## src/rtl/useq_pkg.sv

```systemverilog
package useq_pkg;
  localparam int CW_W   = 17;
  localparam int UA_W   = 5;
  localparam int OPC_W  = 4;
  localparam int FLG_W  = 4;
  localparam int FSEL_W = $clog2(FLG_W);

  // control bit positions
  localparam int CB_PC_OUT  = 0;
  localparam int CB_PC_IN   = 1;
  localparam int CB_MAR_IN  = 2;
  localparam int CB_MDR_OUT = 3;
  localparam int CB_IR_IN   = 4;
  localparam int CB_Y_IN    = 5;
  localparam int CB_Y_CLR   = 6;
  localparam int CB_R1_IN   = 7;
  localparam int CB_R1_OUT  = 8;
  localparam int CB_R3_OUT  = 9;
  localparam int CB_Z_IN    = 10;
  localparam int CB_Z_OUT   = 11;
  localparam int CB_ADD     = 12;
  localparam int CB_CIN     = 13;
  localparam int CB_READ    = 14;
  localparam int CB_WAIT    = 15;
  localparam int CB_END     = 16;

  localparam logic [CW_W-1:0] M_PC_OUT  = CW_W'(1) << CB_PC_OUT;
  localparam logic [CW_W-1:0] M_PC_IN   = CW_W'(1) << CB_PC_IN;
  localparam logic [CW_W-1:0] M_MAR_IN  = CW_W'(1) << CB_MAR_IN;
  localparam logic [CW_W-1:0] M_MDR_OUT = CW_W'(1) << CB_MDR_OUT;
  localparam logic [CW_W-1:0] M_IR_IN   = CW_W'(1) << CB_IR_IN;
  localparam logic [CW_W-1:0] M_Y_IN    = CW_W'(1) << CB_Y_IN;
  localparam logic [CW_W-1:0] M_Y_CLR   = CW_W'(1) << CB_Y_CLR;
  localparam logic [CW_W-1:0] M_R1_IN   = CW_W'(1) << CB_R1_IN;
  localparam logic [CW_W-1:0] M_R1_OUT  = CW_W'(1) << CB_R1_OUT;
  localparam logic [CW_W-1:0] M_R3_OUT  = CW_W'(1) << CB_R3_OUT;
  localparam logic [CW_W-1:0] M_Z_IN    = CW_W'(1) << CB_Z_IN;
  localparam logic [CW_W-1:0] M_Z_OUT   = CW_W'(1) << CB_Z_OUT;
  localparam logic [CW_W-1:0] M_ADD     = CW_W'(1) << CB_ADD;
  localparam logic [CW_W-1:0] M_CIN     = CW_W'(1) << CB_CIN;
  localparam logic [CW_W-1:0] M_READ    = CW_W'(1) << CB_READ;
  localparam logic [CW_W-1:0] M_WAIT    = CW_W'(1) << CB_WAIT;
  localparam logic [CW_W-1:0] M_END     = CW_W'(1) << CB_END;

  // routine entry points
  localparam logic [UA_W-1:0] UA_FETCH  = UA_W'(0);
  localparam logic [UA_W-1:0] UA_ADDIND = UA_W'(4);
  localparam logic [UA_W-1:0] UA_TST_A  = UA_W'(8);
  localparam logic [UA_W-1:0] UA_TST_B  = UA_W'(11);
  localparam logic [UA_W-1:0] UA_NOP    = UA_W'(15);

  localparam logic [OPC_W-1:0] OP_ADDIND = OPC_W'(1);
  localparam logic [OPC_W-1:0] OP_TST_A  = OPC_W'(2);
  localparam logic [OPC_W-1:0] OP_TST_B  = OPC_W'(3);

  typedef enum logic [1:0] {
    NX_STEP     = 2'd0,
    NX_DISPATCH = 2'd1,
    NX_BRANCH   = 2'd2,
    NX_FETCH    = 2'd3
  } nx_mode_e;

  typedef struct packed {
    logic [CW_W-1:0]   ctrl;
    nx_mode_e          mode;
    logic [FSEL_W-1:0] fsel;
    logic [UA_W-1:0]   target;
  } uword_t;
endpackage

```

## src/rtl/useq_store.sv

```systemverilog
module useq_store
  import useq_pkg::*;
(
  input  logic [UA_W-1:0] addr,
  output uword_t          uword
);
  localparam logic [CW_W-1:0] BUS_SRC = M_PC_OUT | M_MDR_OUT | M_R1_OUT | M_R3_OUT | M_Z_OUT;

  function automatic uword_t mk(input logic [CW_W-1:0] c, input nx_mode_e m,
                                input logic [FSEL_W-1:0] f, input logic [UA_W-1:0] t);
    uword_t w;
    w.ctrl   = c;
    w.mode   = m;
    w.fsel   = f;
    w.target = t;
    return w;
  endfunction

  always_comb begin
    case (addr)
      // fetch
      UA_W'(0):  uword = mk(M_PC_OUT | M_MAR_IN | M_READ | M_Y_CLR | M_CIN | M_ADD | M_Z_IN,
                            NX_STEP, '0, '0);
      UA_W'(1):  uword = mk(M_Z_OUT | M_PC_IN | M_WAIT, NX_STEP, '0, '0);
      UA_W'(2):  uword = mk(M_MDR_OUT | M_IR_IN, NX_DISPATCH, '0, '0);
      // register-indirect add
      UA_W'(4):  uword = mk(M_R3_OUT | M_MAR_IN | M_READ, NX_STEP, '0, '0);
      UA_W'(5):  uword = mk(M_R1_OUT | M_Y_IN | M_WAIT, NX_STEP, '0, '0);
      UA_W'(6):  uword = mk(M_MDR_OUT | M_ADD | M_Z_IN, NX_STEP, '0, '0);
      UA_W'(7):  uword = mk(M_Z_OUT | M_R1_IN | M_END, NX_FETCH, '0, '0);
      // flag 0 test
      UA_W'(8):  uword = mk('0, NX_BRANCH, FSEL_W'(0), UA_W'(10));
      UA_W'(9):  uword = mk(M_R3_OUT | M_Y_IN | M_END, NX_FETCH, '0, '0);
      UA_W'(10): uword = mk(M_R1_OUT | M_Y_IN | M_END, NX_FETCH, '0, '0);
      // flag 3 test
      UA_W'(11): uword = mk('0, NX_BRANCH, FSEL_W'(3), UA_W'(13));
      UA_W'(12): uword = mk(M_PC_OUT | M_Y_IN | M_END, NX_FETCH, '0, '0);
      UA_W'(13): uword = mk(M_Z_OUT | M_PC_IN | M_END, NX_FETCH, '0, '0);
      // unmapped opcodes and spare words
      default:   uword = mk(M_END, NX_FETCH, '0, '0);
    endcase
  end

  always_comb begin
    AST_BUS_ONE_DRIVER: assert ($onehot0(uword.ctrl & BUS_SRC)) else $error("bus contention");
  end
endmodule

```

## src/rtl/useq_dispatch.sv

```systemverilog
module useq_dispatch
  import useq_pkg::*;
(
  input  logic [OPC_W-1:0] opcode,
  output logic [UA_W-1:0]  start_addr
);
  always_comb begin
    case (opcode)
      OP_ADDIND: start_addr = UA_ADDIND;
      OP_TST_A:  start_addr = UA_TST_A;
      OP_TST_B:  start_addr = UA_TST_B;
      default:   start_addr = UA_NOP;
    endcase
  end

  always_comb begin
    AST_DISPATCH_NOT_FETCH: assert (start_addr != UA_FETCH) else $error("dispatch to fetch");
  end
endmodule

```

## src/rtl/useq_next.sv

```systemverilog
module useq_next
  import useq_pkg::*;
(
  input  logic [UA_W-1:0]   upc,
  input  logic              wait_bit,
  input  logic              end_bit,
  input  nx_mode_e          mode,
  input  logic [FSEL_W-1:0] fsel,
  input  logic [UA_W-1:0]   target,
  input  logic [UA_W-1:0]   start_addr,
  input  logic [FLG_W-1:0]  cond_flags,
  input  logic              mem_done,
  output logic              stall,
  output logic [UA_W-1:0]   upc_nxt
);
  logic [UA_W-1:0] upc_inc;
  logic            flag_hit;

  assign upc_inc  = UA_W'(upc + 1'b1);
  assign flag_hit = cond_flags[fsel];
  assign stall    = wait_bit & ~mem_done;

  always_comb begin
    if (end_bit) begin
      upc_nxt = UA_FETCH;
    end else begin
      case (mode)
        NX_STEP:     upc_nxt = upc_inc;
        NX_DISPATCH: upc_nxt = start_addr;
        NX_BRANCH:   upc_nxt = flag_hit ? target : upc_inc;
        default:     upc_nxt = UA_FETCH;
      endcase
    end
  end
endmodule

```

## src/rtl/useq_top.sv

```systemverilog
module useq_top
  import useq_pkg::*;
#(
  parameter int SYNC_STAGES = 2
) (
  input  logic             clk,
  input  logic             rst_n,
  input  logic [OPC_W-1:0] opcode,
  input  logic [FLG_W-1:0] cond_flags,
  input  logic             mem_done,
  output logic [CW_W-1:0]  ctrl_word
);
  logic            rst_core_n;
  logic [UA_W-1:0] upc;
  logic [UA_W-1:0] upc_nxt;
  logic [UA_W-1:0] start_addr;
  logic            stall;
  logic            upc_en;
  uword_t          uw;

  // reset: asynchronous assertion, synchronous release
  generate
    if (SYNC_STAGES > 1) begin : g_sync
      logic [SYNC_STAGES-1:0] rst_pipe;
      always_ff @(posedge clk or negedge rst_n) begin
        if (!rst_n) rst_pipe <= '0;
        else        rst_pipe <= {rst_pipe[SYNC_STAGES-2:0], 1'b1};
      end
      assign rst_core_n = rst_pipe[SYNC_STAGES-1];
    end else begin : g_sync1
      logic rst_q;
      always_ff @(posedge clk or negedge rst_n) begin
        if (!rst_n) rst_q <= 1'b0;
        else        rst_q <= 1'b1;
      end
      assign rst_core_n = rst_q;
    end
  endgenerate

  useq_store u_store (
    .addr  (upc),
    .uword (uw)
  );

  useq_dispatch u_dispatch (
    .opcode     (opcode),
    .start_addr (start_addr)
  );

  useq_next u_next (
    .upc        (upc),
    .wait_bit   (uw.ctrl[CB_WAIT]),
    .end_bit    (uw.ctrl[CB_END]),
    .mode       (uw.mode),
    .fsel       (uw.fsel),
    .target     (uw.target),
    .start_addr (start_addr),
    .cond_flags (cond_flags),
    .mem_done   (mem_done),
    .stall      (stall),
    .upc_nxt    (upc_nxt)
  );

  assign upc_en = ~stall;

  always_ff @(posedge clk or negedge rst_core_n) begin
    if (!rst_core_n)  upc <= UA_FETCH;
    else if (upc_en)  upc <= upc_nxt;
  end

  assign ctrl_word = uw.ctrl;

  AST_WAIT_HOLD: assert property (@(posedge clk) disable iff (!rst_core_n)
    (ctrl_word[CB_WAIT] && !mem_done) |=> $stable(upc)) else $error("stall broken");
  AST_END_TO_FETCH: assert property (@(posedge clk) disable iff (!rst_core_n)
    (ctrl_word[CB_END] && !(ctrl_word[CB_WAIT] && !mem_done)) |=> (upc == UA_FETCH)) else $error("end");
  AST_STEP_NEXT: assert property (@(posedge clk) disable iff (!rst_core_n)
    (uw.mode == NX_STEP && !ctrl_word[CB_END] && !stall) |=> (upc == UA_W'($past(upc) + 1'b1))) else $error("step");
  AST_BRANCH_TAKEN: assert property (@(posedge clk) disable iff (!rst_core_n)
    (uw.mode == NX_BRANCH && !ctrl_word[CB_END] && cond_flags[uw.fsel]) |=> (upc == $past(uw.target))) else $error("branch");
  AST_DISPATCH_ENTRY: assert property (@(posedge clk) disable iff (!rst_core_n)
    (uw.mode == NX_DISPATCH && !stall) |=> (upc == $past(start_addr))) else $error("dispatch");
endmodule

```

## config.mk

```make
export PLATFORM = sky130hd
export DESIGN_NAME = useq_top
export DESIGN_NICKNAME = d
export VERILOG_FILES = /design/src/rtl/useq_pkg.sv /design/src/rtl/useq_store.sv /design/src/rtl/useq_dispatch.sv /design/src/rtl/useq_next.sv /design/src/rtl/useq_top.sv
export SDC_FILE = /design/constraint.sdc
export NUM_CORES = 1
export LEC_CHECK = 0
export ABC_AREA = 1
export BUFFER_PORTS_ARGS = -buffer_cell sky130_fd_sc_hd__buf_2
export CAP_MARGIN = 20
export CORE_MARGIN = 2
export CORE_UTILIZATION = 55
export DETAILED_ROUTE_END_ITERATION = 7
export GPL_ROUTABILITY_DRIVEN = 0
export MAX_ROUTING_LAYER = met4
export PLACE_DENSITY = 0.85
export RECOVER_POWER = 50
export SLEW_MARGIN = 30
export SYNTH_ARGS = -nofsm -noshare
export SYNTH_HDL_FRONTEND = slang
export SYNTH_SLANG_ARGS = --single-unit
```

## constraint.sdc

```tcl
create_clock -name clk -period 3.74 [get_ports clk]
set_input_delay 0.561 -clock clk [delete_from_list [all_inputs] [get_ports clk]]
set_output_delay 0.561 -clock clk [all_outputs]
set_load 0.05 [all_outputs]
```

==> key figures, run 1 <==
Yosys
  • Post-synthesis mux area share: 0%
  • Mapped Cells: 136
  • Seq/Total Area, Yosys: 18.8%
  • Post-synthesis adder-cell area fraction: 6.73%
  • Post-Synth Simple-Gate Area: 49.7%
  • Avg Cell Area, Syn: 6.84 um^2
  • Complex-gate fraction of the synthesized area: 7.27%
  • Synth Register Bits: 7
  • Synth Area in XOR/XNOR: 0.942%
  • Synthesized Nets: 152
  • YS warnings: 0
  • Main combinational cell family by area after synthesis: simple AND/OR/NAND/NOR gates
  • Synth unique cells: 33
  • Cell Area, Synth: 930 um^2

Clocking
  • Later-pin clock latency in the skew report: 240 ps
  • CTS Root Cell: clkbuf_4
  • Clock Path Buffers: 2
  • Clock tree sinks: 7
  • Hold buffer count at CTS: 0
  • Cts bufs inserted: 3
  • Cts repair resizes: 0
  • Reg clk slew, reported paths: 50 ps
  • CTS tree: yes
  • Setup bufs post-CTS: 0
  • Clock H-tree levels: 1

Worst setup path
  • WS Path Type: reg2out
  • WP data arrival: 1880 ps
  • WP data required: 3180 ps
  • Critical Path, Cell by Cell: inv_1 -> ha_1 -> nor2_4 -> nand3_1 -> nand2_2 -> inv_2 -> buf_2
  • Critical Path Fanout Max: 8
  • Crit. End Element: output port
  • Reg-to-reg startpoint: upc[1]$_DFFE_PN0N_
  • CP max stage delay: 480 ps
  • Critical Path Start: upc[1]$_DFFE_PN0N_
  • Critical Path Start Type: flop
  • Slowest CP cell: dfrtp_1

Pwr
  • Pwr/cell area: 696 nW/um^2
  • Leakage: 0.544 nW
  • Maximum VDD drop: 427 uV

Placement
  • DPL Wire Length: 1.60 mm
  • IO Port Bufs: 25
  • DP Worst Slack: 1640 ps

STA
  • Final WS setup: 1290 ps
  • Post-layout min period: 2450 ps
  • Layout Skew: 2.71 ps
  • Setup TNS: 0 ps
  • Final setup viols: 0
  • Slew margin rel.: 58.6%
  • Fin. Hold Viols: 0
  • Least-Margin Pin Slew: 621 ps
  • Unrepaired setup endpoints after global routing: no
  • Worst hold slack: 72.3 ps
  • Fraction of the cycle the final worst path needs: 65.4%
  • Fin. max-slew vios: 0
  • Max Fclk: 409 MHz

Die
  • Core ar.: 1540 um^2
  • Die Area: 2030 um^2
  • I/O pin cnt: 28
  • Chip height: 45.1 um
  • Initial Util: 60.3%
  • Num rows: 14
  • Die X: 45.1 um

Detailed routing
  • DR vias: 890
  • DR vias/cell: 5.14
  • Wire per inst: 11.0 um
  • Initial DRT Pass Iterations: 4
  • Antenna Violating Nets Remaining: 0
  • 1st-iter DRT viols: 7
  • Routed WL: 1.90 mm
  • Residual DRC: 0

Final layout
  • Layout fillers: 154
  • Synth-to-Final Area Change: 8.48%
  • Diode count: 0
  • Total Nets Final: 174
  • Fraction of layout cells with a size suffix above 1: 28.0%

Job
  • Max-cap viol count: 0

Global routing
  • First-pass GRT wire length: 3.26 mm
  • Largest net degree at the start of global routing: 19
  • Initial antenna violation count: 0
  • Total gr overflow: 0
  • Tot GR Track Use: 22.3%
  • Vias in the first global route: 814

Outcome
  • Status: finished, final reports clean

Worst hold path
  • Min-Delay Path Class: reg2async
==> synthesized netlist by cell type <==
master	n	area, um^2
buf_4	5	37.5
a21oi_1	3	15.0
a31oi_1	1	6.26
nor3_2	1	10.0
buf_2	1	5.00
nor2_2	3	18.8
xor2_1	1	8.76
nand2_1	31	116
nor2_4	2	22.5
o21ai_0	1	5.00
inv_4	2	12.5
nand2_8	1	20.0
a21boi_2	1	11.3
o31ai_1	1	7.51
nor2_8	1	20.0
o22ai_1	1	6.26
o211ai_1	1	7.51
inv_2	2	7.51
dfrtp_1	7	175
conb_1	2	7.51
a21oi_2	1	8.76
nand3_4	2	35.0
inv_1	14	52.6
nand3_2	2	20.0
nand3b_1	3	22.5
nor2_1	19	71.3
clkinv_4	1	8.76
buf_6	2	22.5
nand4_1	4	25.0
ha_1	5	62.6
nand3_1	7	35.0
nor3_1	4	20.0
nand2_2	4	25.0
==> worst paths after layout <==
path,to,slack [ps],cells past startpoint
min in group clk,g_sync.rst_pipe[1]$_DFF_PN0_,340,0
hold / removal,upc[3]$_DFFE_PN0N_,70,0
max in group asynchronous,upc[1]$_DFFE_PN0N_,3490,0
hold reg to reg,upc[3]$_DFFE_PN0N_,70,0
setup reg to reg,upc[0]$_DFFE_PN0N_,1860,11
setup / recovery,ctrl_word[16],1290,7
==> worst max-delay path: cells and delay by family, from the launching register on <==
kind / cells / cell delay, ps
AND/OR/NAND/NOR: 3 / 460
buffers and inverters: 3 / 360
adder cells (fa/ha/maj): 1 / 340
flip-flops: 1 / 480
==> where the power goes <==
part           switching [mW]  leakage (nW)  internal (mW)
combinational           0.371         0.441          0.132
clock                  0.0234        0.0150         0.0404
sequential             0.0444        0.0885         0.0903
==> registers in the layout (all words and copies together) (netlist names) <==
name,count
upc,5
g_sync.rst_pipe,2
==> cell type report <==
class,instances,area [um^2],area share (%)
repair buffers,25,121,12.0
flip-flops and latches,7,175,17.4
well taps,16,20.0,1.99
clock buffers,4,26.3,2.61
inverters,19,81.3,8.06
multi-input cells,102,584,57.9
==> routing by layer <==
metal / track usage [%] / routed length [um]
met1: 25.9 / 825
met2: 39.7 / 968
met3: 2.40 / 88
met4: 7.06 / 21
met5: - / 0
==> cells by family (layout without fill, tap and decap cells) <==
kind of cell / Yosys count / count (layout)
fa+ha+maj: 5 / 5
flops: 7 / 7
buf+inv: 27 / 48
other cells: 2 / 2
xor+xnor: 1 / 1
simple gates: 84 / 84
compound gates: 10 / 10
==> through the flow <==
stage / total power [mW] / instance area (um^2) / std cells / util [%]
floorplan: 0.595 / 930 / 136 / -
detailed placement: 0.653 / 1010 / 169 / 65.5
global placement: 0.644 / 1010 / 169 / 65.5
global route: 0.756 / 1010 / 173 / 65.4
CTS: 0.721 / 1040 / 173 / 67.2
finish: 0.702 / 1010 / 173 / 65.4
==> layout by cell type, fill, tap and decap left out, types with 3 or more instances in the layout <==
cell type  instances
nor3_1             4
nor2_1            19
nand2_1           32
ha_1               5
nand3b_1           3
nor2_2             3
nand2_2            3
inv_1             14
nand3_1            9
nand4_1            4
buf_2             22
clkbuf_4           3
a21oi_1            4
clkbuf_1           4
dfrtp_1            7
Note: power is estimated with default switching activity, not from simulation.
==> inputs of run 2 (changes only) <==
ABC_AREA = 0   (was 1)
CORE_UTILIZATION = 49   (was 55)
PLACE_DENSITY = 0.78   (was 0.85)
clock period = 2.5 ns   (was 3.74 ns; I/O delays follow)
==> key figures, run 2 <==
Final layout
  • Diode count: 0
  • Max reg flops: 5
  • Largest Register: upc
  • Fraction of layout cells with a size suffix above 1: 32.5%
  • Commonest non-fill, non-tap cell in the layout: buf_2
  • Synth-to-Final Area Change: 18.9%
  • Most frequent cells in the layout: buf_2 (21), a21oi_1 (8), nor2b_1 (6), dfrtp_1 (6)
  • Design area: 975 um^2
  • Total Nets Final: 143
  • Biggest registers after layout: upc (5), g_sync.rst_pipe (2)

Yosys
  • Avg Cell Area, Syn: 8.03 um^2
  • Cell Area, Synth: 820 um^2
  • Synthesized Nets: 118
  • Mapped Cells: 102
  • Top FF cell, synth: dfrtp_1
  • Top cells by instance count after synthesis: a21oi_1 (9), dfrtp_1 (7), nor2b_1 (7)
  • Post-synth EDFFs: 0
  • Synth unique cells: 42
  • YS warnings: 0
  • Synth top area share: 21.4%
  • Asr flop ratio synth: 100%
  • Synth Register Bits: 7
  • Top post-synthesis cells by area: dfrtp_1 (21%), ha_1 (7.6%), a21oi_1 (5.5%)
  • Dominant cell type by area after synthesis: dfrtp_1
  • Most common cell in the netlist: a21oi_1
  • Seq/Total Area, Yosys: 21.4%

Detailed routing
  • DR vias/cell: 5.93
  • 1st-iter DRT viols: 19
  • Wire per inst: 14.0 um
  • Antenna Violating Nets Remaining: 0
  • Routed WL: 1.99 mm
  • DR vias: 842
  • Initial DRT Pass Iterations: 4
  • Residual DRC: 0

Pwr
  • Sw frac: 58.9%
  • Clk network pwr share: 9.1%
  • Maximum VDD drop: 548 uV
  • Leakage: 0.440 nW
  • Pwr/cell area: 1120 nW/um^2
  • Sequential share of power: 18.1%
  • Switching pwr: 0.643 mW
  • Internal power: 0.449 mW
  • Combinational Power Share: 72.8%

Worst setup path
  • Critical Path Start Type: flop
  • FF-to-FF path depth: 6
  • WP data required: 2120 ps
  • Crit. End Element: output port
  • WP data arrival: 2000 ps
  • R2r setup slk: 450 ps
  • Critical Path Fanout Max: 8
  • Most used cell along the critical path: inv_1
  • WS Path Type: reg2out
  • Critical Path, Cell by Cell: inv_1 -> ha_1 -> or3b_2 -> a21oi_2 -> inv_1 -> buf_2
  • Reg-to-reg startpoint: upc[1]$_DFFE_PN0N_
  • Slowest CP cell: or3b_2
  • CP max stage delay: 490 ps
  • R2R Path End: upc[0]$_DFFE_PN0N_

Clocking
  • Reg clk slew, reported paths: 50 ps
  • Clock Path Buffers: 2
  • Clock H-tree levels: 1
  • Clock tree sinks: 7
  • Cts bufs inserted: 3
  • CTS tree: yes
  • Setup bufs post-CTS: 0
  • Later-pin clock latency in the skew report: 240 ps
  • CTS Root Cell: clkbuf_4

STA
  • Least-Margin Pin Slew: 592 ps
  • Worst hold slack: 77.4 ps
  • Layout Skew: 2.20 ps
  • Fin. Hold Viols: 0
  • Unrepaired setup endpoints after global routing: no
  • Post-layout min period: 2380 ps
  • Max Fclk: 420 MHz
  • Fin. max-slew vios: 0
  • Slew margin rel.: 60.4%
  • Setup TNS: 0 ps
  • Fraction of the cycle the final worst path needs: 95.2%
  • Final setup viols: 0

Worst hold path
  • Min-Delay Path Class: reg2async

Global routing
  • Tot GR Track Use: 21.3%
  • Initial antenna violation count: 0
  • Vias in the first global route: 750
  • First-pass GRT wire length: 3.17 mm
  • Largest net degree at the start of global routing: 15
  • Total gr overflow: 0

Die
  • Die X: 44.9 um
  • Chip height: 44.9 um
  • Die Area: 2020 um^2
  • Num rows: 14
  • Core ar.: 1540 um^2
  • I/O pin cnt: 28
  • Initial Util: 53.2%

Placement
  • DPL Wire Length: 1.55 mm
  • DP Area: 943 um^2
  • IO Port Bufs: 25

Outcome
  • Status: finished, final reports clean

Job
  • Max-cap viol count: 0
[run 2: changes by cell type after synthesis, sizes merged, moves of 3 or more]
cell and delta:
nand2 -31, nor2 -20, inv -14, nand3 -10, nor2b +7, a21oi +5, and2 +4, a211oi +3
o21ai +3, or2 +3
[run 2: power by group through the flow]
| stage | Sequential (mW) | Clock, mW | Combinational [mW] |
|---|---|---|---|
| 2_1_floorplan | 0.170 | 0 | 0.683 |
| 3_3_place_gp | 0.195 | 0 | 0.776 |
| 3_5_place_dp | 0.197 | 0 | 0.793 |
| 4_1_cts | 0.195 | 0.103 | 0.797 |
| 5_1_grt | 0.202 | 0.116 | 0.847 |
| 6_report | 0.198 | 0.0996 | 0.795 |
[run 2: cell type report]
cell class | count | area [um^2]
multi-input combinational | 81 | 577
fill | 142 | 567
sequential | 7 | 176
timing repair buffer | 30 | 160
clock buffer | 4 | 26.3
tap | 16 | 20.0
inverter | 4 | 15.0
[run 2: cell families after synthesis]
group                      share of synthesized area (%)
AOI/OAI and AO/OA                                   24.7
xor gates and xnor gates                            3.21
adders and majority gates                           7.63
buffers and inverters                               9.92
DFF                                                 21.4
muxes                                               3.82
other                                              0.916
and+or+nand+nor                                     28.4
[run 2: what timing repair did]
item,in CTS,in global routing
endpoints found under the hold margin,2,0
hold buffers,1,0
setup endpoints to repair,0,1
resized for setup,0,2
[run 2: per-layer routing]
layer	vias to the layer above	GRT usage [%]	routed length [um]
li1	412	-	-
met1	406	24.0	846
met2	24	41.7	1060
met3	0	1.60	88
met4	0	2.35	0
met5	-	-	0
[run 2: worst max path at each step]
stage                             from       endpoint  slack, ps  depth (start not counted)
finish              upc[1]$_DFFE_PN0N_  ctrl_word[16]        120                          6
global route        upc[1]$_DFFE_PN0N_  ctrl_word[16]         30                          6
CTS                 upc[1]$_DFFE_PN0N_  ctrl_word[16]          4                          6
detailed placement  upc[1]$_DFFE_PN0N_  ctrl_word[16]        270                          6
global placement    upc[1]$_DFFE_PN0N_  ctrl_word[16]        330                          6
floorplan           upc[3]$_DFFE_PN0N_  ctrl_word[12]         40                          6
[run 2: critical path, delay by kind of cell, from the launching register on]
kind                     cells  cell delay [ps]
flip-flops                   1              430
AO/OA/AOI/OAI                1              170
AND/OR/NAND/NOR              1              490
buffers and inverters        3              330
adder cells (fa/ha/maj)      1              340
[run 2: through the flow]
stage | util, % | power (mW) | cells | setup slack [ps]
finish | 63.2 | 1.09 | 142 | 120
floorplan | - | 0.853 | 102 | 41.1
detailed placement | 61.2 | 0.990 | 137 | 274
CTS | 63.6 | 1.10 | 142 | 3.94
global placement | 61.2 | 0.970 | 137 | 330
global route | 63.2 | 1.17 | 142 | 27.6
==> inputs of run 3 (changes only) <==
CORE_ASPECT_RATIO = 0.8   (was unset)
==> key figures, run 3 (same netlist as run 2, synthesis figures left out) <==
Worst setup path
  • WS Path Type: reg2out
  • Crit path max-delay family: simple AND/OR/NAND/NOR gates
  • R2r setup slk: 500 ps
  • WP data arrival: 1940 ps
  • Crit. End Element: output port
  • Critical Path Fanout Max: 5
  • Most used cell along the critical path: inv_1
  • Slowest CP cell: or3b_2
  • WP data required: 2120 ps
  • CP bufs+invs: 3
  • R2R Path End: upc[1]$_DFFE_PN0N_
  • Critical Path, Cell by Cell: inv_1 -> ha_1 -> or3b_2 -> a21oi_1 -> inv_1 -> buf_2
  • Reg-to-reg startpoint: upc[0]$_DFFE_PN0N_
  • CP max stage delay: 480 ps
  • Critical Path Start Type: flop
  • FF-to-FF path depth: 6

Final layout
  • Most frequent cells in the layout: buf_2 (20), a21oi_1 (9), dfrtp_1 (7), nor2b_1 (6), clkbuf_1 (6)
  • Total Nets Final: 144
  • Largest Register: upc
  • Fraction of layout cells with a size suffix above 1: 30.7%
  • Diode count: 0
  • Synth-to-Final Area Change: 20.0%
  • Biggest registers after layout: upc (5), g_sync.rst_pipe (2)
  • Max reg flops: 5
  • Commonest non-fill, non-tap cell in the layout: buf_2
  • Final core utilization: 61.7%

Clocking
  • Clock Path Buffers: 2
  • Later-pin clock latency in the skew report: 240 ps
  • CTS tree: yes
  • CTS Root Cell: clkbuf_4
  • Cts repair resizes: 0
  • Reg clk slew, reported paths: 50 ps
  • Setup bufs post-CTS: 0
  • Hold buffer count at CTS: 1
  • Clock tree sinks: 7
  • Cts bufs inserted: 3
  • Clock H-tree levels: 1

STA
  • Max Fclk: 431 MHz
  • Layout Skew: 0.571 ps
  • Fin. Hold Viols: 0
  • Final WS setup: 182 ps
  • Post-layout min period: 2320 ps
  • Least-Margin Pin Slew: 638 ps
  • Fin. max-slew vios: 0
  • Final setup viols: 0
  • Setup TNS: 0 ps
  • Fraction of the cycle the final worst path needs: 92.7%
  • Unrepaired setup endpoints after global routing: no
  • Slew margin rel.: 57.4%

Placement
  • IO Port Bufs: 25
  • DPL Wire Length: 1.49 mm
  • DP Worst Slack: 436 ps

Global routing
  • Largest net degree at the start of global routing: 13
  • Vias in the first global route: 677
  • Tot GR Track Use: 21.0%
  • Total gr overflow: 0
  • First-pass GRT wire length: 3.01 mm
  • Initial antenna violation count: 0

Pwr
  • Leakage: 0.442 nW
  • Maximum VDD drop: 931 uV
  • Pwr/cell area: 1110 nW/um^2

Detailed routing
  • DR vias: 831
  • Antenna Violating Nets Remaining: 0
  • Initial DRT Pass Iterations: 4
  • DR vias/cell: 5.58
  • Routed WL: 1.88 mm
  • Wire per inst: 12.6 um
  • 1st-iter DRT viols: 17
  • Residual DRC: 0

Die
  • Initial Util: 51.4%
  • Chip height: 40.6 um
  • I/O pin cnt: 28
  • Die X: 49.7 um
  • Die Area: 2020 um^2
  • Num rows: 13
  • Core ar.: 1590 um^2

Outcome
  • Status: finished, final reports clean

Worst hold path
  • Min-Delay Path Class: reg2async

Job
  • Max-cap viol count: 0
==> run 3: cell types whose count changed in the layout (fill, tap and decap cells not counted) <==
cell / previous run / this run
buf_4: 4 / 5
dfrtp_1: 6 / 7
dfrtp_2: 1 / 0
buf_2: 21 / 20
a21oi_1: 8 / 9
a21oi_2: 1 / 0
clkbuf_1: 5 / 6
==> run 3: where the power goes <==
| part | switching [mW] | internal, mW | total (mW) | leakage [nW] |
|---|---|---|---|---|
| combinational | 0.558 | 0.255 | 0.813 | 0.339 |
| sequential | 0.0417 | 0.138 | 0.179 | 0.0884 |
| clock | 0.0353 | 0.0605 | 0.0958 | 0.0150 |
| total | 0.635 | 0.453 | 1.09 | 0.442 |
==> run 3: worst max-delay path by stage <==
stage | from | to | slack [ps] | cells past startpoint
floorplan | upc[3]$_DFFE_PN0N_ | ctrl_word[12] | 40 | 6
global placement | upc[0]$_DFFE_PN0N_ | ctrl_word[16] | 440 | 6
detailed placement | upc[0]$_DFFE_PN0N_ | ctrl_word[16] | 440 | 6
CTS | upc[0]$_DFFE_PN0N_ | ctrl_word[16] | 170 | 6
global route | upc[0]$_DFFE_PN0N_ | ctrl_word[16] | 60 | 6
finish | upc[0]$_DFFE_PN0N_ | ctrl_word[16] | 180 | 6
==> run 3: through the flow <==
step / instances / hold slack, ps / instance area [um^2] / power (mW)
after global placement: 144 / 65.9 / 958 / 0.983
after global routing: 149 / 88.2 / 983 / 1.17
after CTS: 149 / 73.0 / 995 / 1.10
final: 149 / 67.1 / 983 / 1.09
after floorplan: 102 / 54.1 / 835 / 0.853
after detailed placement: 144 / 69.1 / 958 / 0.997
==> run 3: layout make-up <==
cell class | count | area (um^2)
fill | 152 | 611
multi-input combinational | 81 | 573
sequential | 7 | 175
timing repair buffer | 31 | 166
tap | 22 | 27.5
clock buffer | 4 | 26.3
inverter | 4 | 15.0
==> run 3: metal layers <==
metal	global-route usage [%]	share of wire (%)	routed length, um
met2	33.7	48	904
met5	-	0	0
met1	27.9	44	833
met4	8.33	0.96	18
met3	2.24	6.5	123
